### src/rtl/adc_ct_pkg.sv
package adc_ct_pkg;
  typedef enum logic [1:0] {
    SRC_BUS      = 2'b00,
    SRC_BUS_HALF = 2'b01,
    SRC_ALT      = 2'b10,
    SRC_ASYNC    = 2'b11
  } clk_src_e;

  typedef enum logic [1:0] {
    PH_IDLE    = 2'b00,
    PH_SAMPLE  = 2'b01,
    PH_CONVERT = 2'b10
  } phase_e;

  typedef struct packed {
    clk_src_e   src;
    logic [1:0] div;
    logic       long_smp;
    logic [1:0] long_code;
    logic       hs;
    logic [1:0] res;
  } tcfg_t;

  function automatic int long_smp_len(logic [1:0] code);
    case (code)
      2'b00:   return 24;
      2'b01:   return 16;
      2'b10:   return 10;
      default: return 6;
    endcase
  endfunction

  function automatic int res_bits(logic [1:0] res);
    case (res)
      2'b00:   return 8;
      2'b01:   return 12;
      2'b10:   return 10;
      default: return 16;
    endcase
  endfunction
endpackage

### src/rtl/adc_ct_src_sel.sv
module adc_ct_src_sel
  import adc_ct_pkg::*;
(
  input  logic     clk_i,
  input  logic     rst_ni,
  input  logic     run_i,
  input  clk_src_e src_i,
  input  logic     alt_tick_i,
  input  logic     async_tick_i,
  input  logic     async_oe_i,
  output logic     tick_o,
  output logic     async_run_o
);
  logic half_q;

  // half-rate phase restarts with each conversion
  always_ff @(posedge clk_i or negedge rst_ni) begin
    if (!rst_ni)     half_q <= 1'b0;
    else if (run_i)  half_q <= ~half_q;
    else             half_q <= 1'b0;
  end

  assign async_run_o = async_oe_i | (run_i & (src_i == SRC_ASYNC));

  always_comb begin
    case (src_i)
      SRC_BUS:      tick_o = 1'b1;
      SRC_BUS_HALF: tick_o = half_q;
      SRC_ALT:      tick_o = alt_tick_i;
      default:      tick_o = async_tick_i & async_run_o;
    endcase
  end
endmodule

### src/rtl/adc_ct_div.sv
module adc_ct_div #(
  parameter int DIV_W = 3
) (
  input  logic       clk_i,
  input  logic       rst_ni,
  input  logic       run_i,
  input  logic       tick_i,
  input  logic [1:0] div_i,
  output logic       ce_o
);
  logic [DIV_W-1:0] cnt_q;
  logic [DIV_W-1:0] mask;
  logic             wrap;

  assign mask = ~({DIV_W{1'b1}} << div_i);
  assign wrap = (cnt_q & mask) == mask;

  always_ff @(posedge clk_i or negedge rst_ni) begin
    if (!rst_ni)              cnt_q <= '0;
    else if (!run_i)          cnt_q <= '0;
    else if (tick_i && wrap)  cnt_q <= '0;
    else if (tick_i)          cnt_q <= cnt_q + 1'b1;
  end

  assign ce_o = run_i & tick_i & wrap;
endmodule

### src/rtl/adc_ct_phase.sv
module adc_ct_phase
  import adc_ct_pkg::*;
#(
  parameter int CNT_W = 6
) (
  input  logic             clk_i,
  input  logic             rst_ni,
  input  logic             start_i,
  input  logic             ce_i,
  input  logic [CNT_W-1:0] smp_len_i,
  input  logic [CNT_W-1:0] conv_len_i,
  output phase_e           phase_o,
  output logic             done_o
);
  phase_e           ph_q;
  logic [CNT_W-1:0] cnt_q;
  logic             smp_last, conv_last;

  assign smp_last  = ce_i && (cnt_q == smp_len_i  - 1'b1);
  assign conv_last = ce_i && (cnt_q == conv_len_i - 1'b1);

  always_ff @(posedge clk_i or negedge rst_ni) begin
    if (!rst_ni) begin
      ph_q   <= PH_IDLE;
      cnt_q  <= '0;
      done_o <= 1'b0;
    end else begin
      done_o <= 1'b0;
      case (ph_q)
        PH_IDLE: begin
          cnt_q <= '0;
          if (start_i) ph_q <= PH_SAMPLE;
        end
        PH_SAMPLE: begin
          if (smp_last) begin
            ph_q  <= PH_CONVERT;
            cnt_q <= '0;
          end else if (ce_i) begin
            cnt_q <= cnt_q + 1'b1;
          end
        end
        PH_CONVERT: begin
          if (conv_last) begin
            ph_q   <= PH_IDLE;
            cnt_q  <= '0;
            done_o <= 1'b1;
          end else if (ce_i) begin
            cnt_q <= cnt_q + 1'b1;
          end
        end
        default: ph_q <= PH_IDLE;
      endcase
    end
  end

  assign phase_o = ph_q;
endmodule

### src/rtl/adc_clk_timer.sv
module adc_clk_timer
  import adc_ct_pkg::*;
#(
  parameter int CNT_W     = 6,
  parameter int DIV_W     = 3,
  parameter int SHORT_SMP = 4,
  parameter int CONV_OVH  = 2,
  parameter int HS_EXTRA  = 2
) (
  input  logic       clk_i,
  input  logic       rst_ni,
  input  logic [1:0] src_sel_i,
  input  logic [1:0] div_sel_i,
  input  logic       long_smp_i,
  input  logic [1:0] long_code_i,
  input  logic       hs_i,
  input  logic [1:0] res_sel_i,
  input  logic       async_oe_i,
  input  logic       alt_tick_i,
  input  logic       async_tick_i,
  input  logic       start_i,
  output logic       busy_o,
  output logic       sample_o,
  output logic       convert_o,
  output logic       done_o,
  output logic       ce_o,
  output logic       async_run_o
);
  tcfg_t            cfg_q;
  phase_e           phase;
  logic             tick;
  logic [CNT_W-1:0] smp_len, conv_len;

  // config tracks inputs while idle, frozen from the accepted start on
  always_ff @(posedge clk_i or negedge rst_ni) begin
    if (!rst_ni) cfg_q <= '0;
    else if (phase == PH_IDLE)
      cfg_q <= '{src: clk_src_e'(src_sel_i), div: div_sel_i, long_smp: long_smp_i,
                 long_code: long_code_i, hs: hs_i, res: res_sel_i};
  end

  always_comb begin
    smp_len  = cfg_q.long_smp ? CNT_W'(long_smp_len(cfg_q.long_code)) : CNT_W'(SHORT_SMP);
    conv_len = CNT_W'(res_bits(cfg_q.res) + CONV_OVH + (cfg_q.hs ? HS_EXTRA : 0));
  end

  assign busy_o    = phase != PH_IDLE;
  assign sample_o  = phase == PH_SAMPLE;
  assign convert_o = phase == PH_CONVERT;

  adc_ct_src_sel i_src (
    .clk_i, .rst_ni,
    .run_i        (busy_o),
    .src_i        (cfg_q.src),
    .alt_tick_i, .async_tick_i, .async_oe_i,
    .tick_o       (tick),
    .async_run_o
  );

  adc_ct_div #(.DIV_W(DIV_W)) i_div (
    .clk_i, .rst_ni,
    .run_i  (busy_o),
    .tick_i (tick),
    .div_i  (cfg_q.div),
    .ce_o
  );

  adc_ct_phase #(.CNT_W(CNT_W)) i_phase (
    .clk_i, .rst_ni,
    .start_i,
    .ce_i       (ce_o),
    .smp_len_i  (smp_len),
    .conv_len_i (conv_len),
    .phase_o    (phase),
    .done_o
  );
endmodule

### config.mk
export PLATFORM = sky130hd
export DESIGN_NAME = adc_clk_timer
export DESIGN_NICKNAME = d
export VERILOG_FILES = /design/src/rtl/adc_ct_pkg.sv /design/src/rtl/adc_ct_src_sel.sv /design/src/rtl/adc_ct_div.sv /design/src/rtl/adc_ct_phase.sv /design/src/rtl/adc_clk_timer.sv
export SDC_FILE = /design/constraint.sdc
export NUM_CORES = 1
export LEC_CHECK = 0
export ABC_AREA = 1
export ABC_CLOCK_PERIOD_IN_PS = 5650
export CAP_MARGIN = 10
export CORE_ASPECT_RATIO = 1.5
export CORE_MARGIN = 10
export CORE_UTILIZATION = 60
export DETAILED_ROUTE_END_ITERATION = 8
export DONT_BUFFER_PORTS = 1
export HOLD_SLACK_MARGIN = 0.15
export PLACE_DENSITY = 0.79
export SYNTH_ARGS = -nofsm -noshare
export SYNTH_HDL_FRONTEND = slang
export SYNTH_SLANG_ARGS = --single-unit
export TNS_END_PERCENT = 1
### constraint.sdc
create_clock -name clk_i -period 5.65 [get_ports clk_i]
set_clock_uncertainty 0.15 [all_clocks]
set_input_delay 1.695 -clock clk_i [delete_from_list [all_inputs] [get_ports clk_i]]
set_output_delay 1.695 -clock clk_i [all_outputs]
set_load 0.02 [all_outputs]
After elaboration in Yosys (flattened, before gate mapping)
Cells that the tools add are included.
- register bits: 23
- input bits: 16
- add/subtract/negate cells: 6
- equality and inequality tests: 16
- shift-type cells: 1
- multiplexer cells: 19
- bitwise logic cells: 8
- reductions and logical operators: 10
- operators with widths (operator ; number):
    $pmux 5 s3 ; 2
    $mux 6 ; 4
    $pmux 6 s3 ; 1
    $eq 6x6->1 ; 2
    $sub 6x1->6 const B ; 2
    $eq 2x2->1 const B ; 5
    $mux 3 ; 3
    $eq 2x1->1 const B ; 4
    $logic_not 2->1 ; 4
    $mux 2 ; 4
    $add 5x2->6 const B ; 1
    $add 6x1->6 const B ; 1
    $add 6x3->6 ; 1
    $pmux 2 s3 ; 1
    $and 1x1->1 ; 4
    $ne 2x1->1 const B ; 2
    $add 3x1->3 const B ; 1
    $and 3x3->3 ; 1
    $eq 3x3->1 ; 1
    $logic_and 1x1->1 ; 3
    $mux 1 ; 3
    $ne 3x3->1 const B ; 1
    $not 3->3 ; 1
    $pmux 1 s3 ; 1
    other kinds (7) ; 7

Logic depth before layout (Yosys ltp)
- word-level depth: 10
- mapped depth: 14
- mapped depth without buffers: 14

By module
Synthesis repeated with hierarchy kept, for this count alone.
- cells, all modules: 288
- area, all modules: 1840.5 um^2
- modules (own cells, without submodules) (module ; times used ; cells each ; area each (um^2)):
    adc_ct_phase ; 1 ; 174 ; 1027.2
    adc_clk_timer ; 1 ; 69 ; 530.5
    adc_ct_div ; 1 ; 28 ; 193.9
    adc_ct_src_sel ; 1 ; 17 ; 88.8

Least setup slack after synthesis
Ideal clock, no wire load.
- kind: input to output
- from: in async_oe_i
- to: out ce_o
- data arrival time: 2.229 ns
- data required time: 3.805 ns
- slack: 1.576 ns
- stages: 3
- path buffers: 0
- cells stage by stage: o21bai_4 > nand2_2 > a21oi_4
- cells in the longest elaborated chain, start to end: 5
- RTL lines (element ; line ; RTL):
    start: declaration ; adc_clk_timer.sv:18 ; input logic async_oe_i,
    $or 1x1->1 ; adc_ct_src_sel.sv:23 ; assign async_run_o = async_oe_i | (run_i & (src_i == SRC_ASYNC));
    $and 1x1->1 ; adc_ct_src_sel.sv:30 ; default: tick_o = async_tick_i & async_run_o;
    $pmux 1 s3 ; adc_ct_src_sel.sv:26 ; case (src_i)
    $and 1x1->1 (2 in a row) ; adc_ct_div.sv:25 ; assign ce_o = run_i & tick_i & wrap;
    end: declaration ; adc_clk_timer.sv:26 ; output logic ce_o,
No other way between the ends.

Worst setup path in the final report
- from: in alt_tick_i
- to: out ce_o
- cells in the longest elaborated chain, start to end: 3
- RTL lines (element ; line ; RTL):
    start: declaration ; adc_clk_timer.sv:19 ; input logic alt_tick_i,
    $pmux 1 s3 ; adc_ct_src_sel.sv:26 ;
    $and 1x1->1 (2 in a row) ; adc_ct_div.sv:25 ;
No other way between the ends.

==> impl_metrics.ini <==
[global_routing]
grt_max_degree = 24
antenna_found_initial = 0
grt_pass1_vias = 1355
track_usage = 0.143
grt_pass1_wl_um = 5660
grt_overflow = 0

[layout]
fillers = 240
antennaDiodeCount = 0
drive_gt1_frac = 0.0977
layout.nets = 241
syn_to_final_growth_pct = 2.81

[hold_path]
worstHoldStart = i_src.half_q
min_path_cells = 1
min_path_type = flip-flop to flip-flop

[critical_path]
cp_max_fo = 8
endpoint = ce_o
startpoint = alt_tick_i
worst-endpoint-arrival_ns = 2.32
cp.required_ns = 3.81
startpoint_type = input port
r2r_start = i_phase.phase_o[0]
reg2reg_to = i_phase.cnt_q[2]
critPathCaptureType = output port
r2r_setup_slack_ns = 3.13
path_class = input port to output port
r2r_cells = 10

[timing]
finalHoldViolations = 0
final_max_slew_viol_count = 0
fmax_ghz = 0.240
slew_headroom = 0.522
rsz0062_at_grt = false
finalSetupViolations = 0
tns_ns = 0
fin_ws_ns = 1.48
period_needed_ns = 4.17
tightest_slew_ns = 0.717
period_share = 0.738

[drt]
wl_per_cell_um = 13.8
drtIter0Drc = 29
antenna_left = 0
first_pass_iters = 4
wl_um = 3300
vias = 1318
drc_errors = 0
viasPerCell = 5.51

[yosys]
yosys_warnings = 0
synth-edff-count = 0
synth_nets = 239
synth_area_leaders = dfrtp_1, nand2_1, ha_1
synth_cell_type_count = 23
yosys_register_bits = 23
synthCells = 214
syn_avg_cell_area_um2 = 7.27
ys.flop_type = dfrtp_1
synth_top_cell_by_area = dfrtp_1
synth_top_area_share = 0.370
synth_area_um2 = 1560
synth-seq-area-share = 0.370
ys_async_sr_fraction = 1.00
synth.most_common_cell = nand2_1
synth_commonest_cells = nand2_1, inv_1, dfrtp_1, nand3_1, o21ai_0

[pwr]
power_density_nw_per_um2 = 514
ir_drop_mv = 0.324
power.leakage_nw = 0.863

[floorplanning]
pin_count = 22
core-area_um2 = 2480
num_rows = 22
initial_core_util = 0.628
die_h_um = 82.4
dieWidth_um = 61.6
dieArea_um2 = 5070

[clock_network]
cts_made_buffers = 3
hold_buffers = 0
clock-sinks = 23
htreeDepth = 1
clk_latency_ns = 0.32
clock_tree.root_cell = clkbuf_4
cts_buffer_depth = 2
ctsResizeCount = 0
tritoncts = built
clk_pin_slew_worst_paths_ns = 0.12
post_cts.repair.setup_buffers = 0

[run_status]
status = complete, no violations

[placed_design]
post-place-ws_ns = 1.49
hpwl_um = 2650
gp_congestion = 0.870
port_buffers = 0

[flow_run]
drv_cap = 0
==> metrics by stage <==
step | hold WS (ns) | utilization | power [mW] | cells | cell area [um2]
3_5_place_dp | 0.270 | 0.635 | 0.752 | 235 | 1570
5_1_grt | 0.325 | 0.646 | 0.901 | 239 | 1600
4_1_cts | 0.287 | 0.646 | 0.828 | 239 | 1600
2_1_floorplan | 0.253 | - | 0.654 | 214 | 1560
3_3_place_gp | 0.271 | 0.635 | 0.718 | 235 | 1570
6_report | 0.279 | 0.646 | 0.822 | 239 | 1600
==> worst min path at each step <==
stage / endpoint
after CTS: i_src.half_q
after detailed placement: i_src.half_q
after global routing: i_src.half_q
final: i_src.half_q
after global placement: i_src.half_q
after floorplan: i_src.half_q
==> per-layer routing <==
layer | track usage | vias up | routed length, um
met1 | 0.135 | 611 | 1240
li1 | - | 664 | -
met2 | 0.268 | 34 | 1770
met5 | 0 | - | 0
met4 | 0.0740 | 0 | 90
met3 | 0.0366 | 9 | 194
==> state kept, by name, summed over array words and instances, names as in the netlist <==
signal	cells
cfg_q	10
i_div.cnt_q	3
i_phase.cnt_q	6
i_phase.done_o	1
i_phase.phase_o	2
i_src.half_q	1
==> report_power, final <==
part	internal (mW)	switching, mW
registers	0.224	0.0618
logic	0.150	0.309
clock network	0.0276	0.0494
total	0.402	0.420
==> cell families (layout without fill, tap and decap cells) <==
group,Yosys count,in the layout,share of synthesized area
XOR/XNOR,7,7,0.0394
adder cells (fa/ha/maj),9,9,0.0723
AO/OA/AOI/OAI,21,21,0.0949
AND/OR/NAND/NOR,116,116,0.331
buffers and inverters,38,39,0.0924
flip-flops,23,23,0.370
==> layout make-up <==
cell class	count	area, um2	area share
clock buffer	4	26.3	0.0164
inverter	35	131	0.0821
multi-input combinational	153	837	0.523
sequential	23	576	0.360
tap	24	30.0	0.0188
==> worst max-delay path, stage by stage <==
cell     delay, ns
inv_1         0.02
nand2_1       0.05
nand3_1       0.16
a21oi_4       0.39
==> cell usage in the layout, fill, tap and decap left out, drive strengths merged <==
cell type / synthesis / routed
xor2: 6 / 6
o21ai: 15 / 15
dfrtp: 23 / 23
or2: 1 / 1
nor2: 10 / 10
clkbuf: 2 / 4
nand4: 4 / 4
a21oi: 3 / 3
nor3: 3 / 3
nand3: 17 / 17
nand2: 81 / 81
inv: 35 / 35
o21bai: 2 / 2
xnor2: 1 / 1
a22o: 1 / 1
ha: 9 / 9
(Power assumes the default switching activity.)
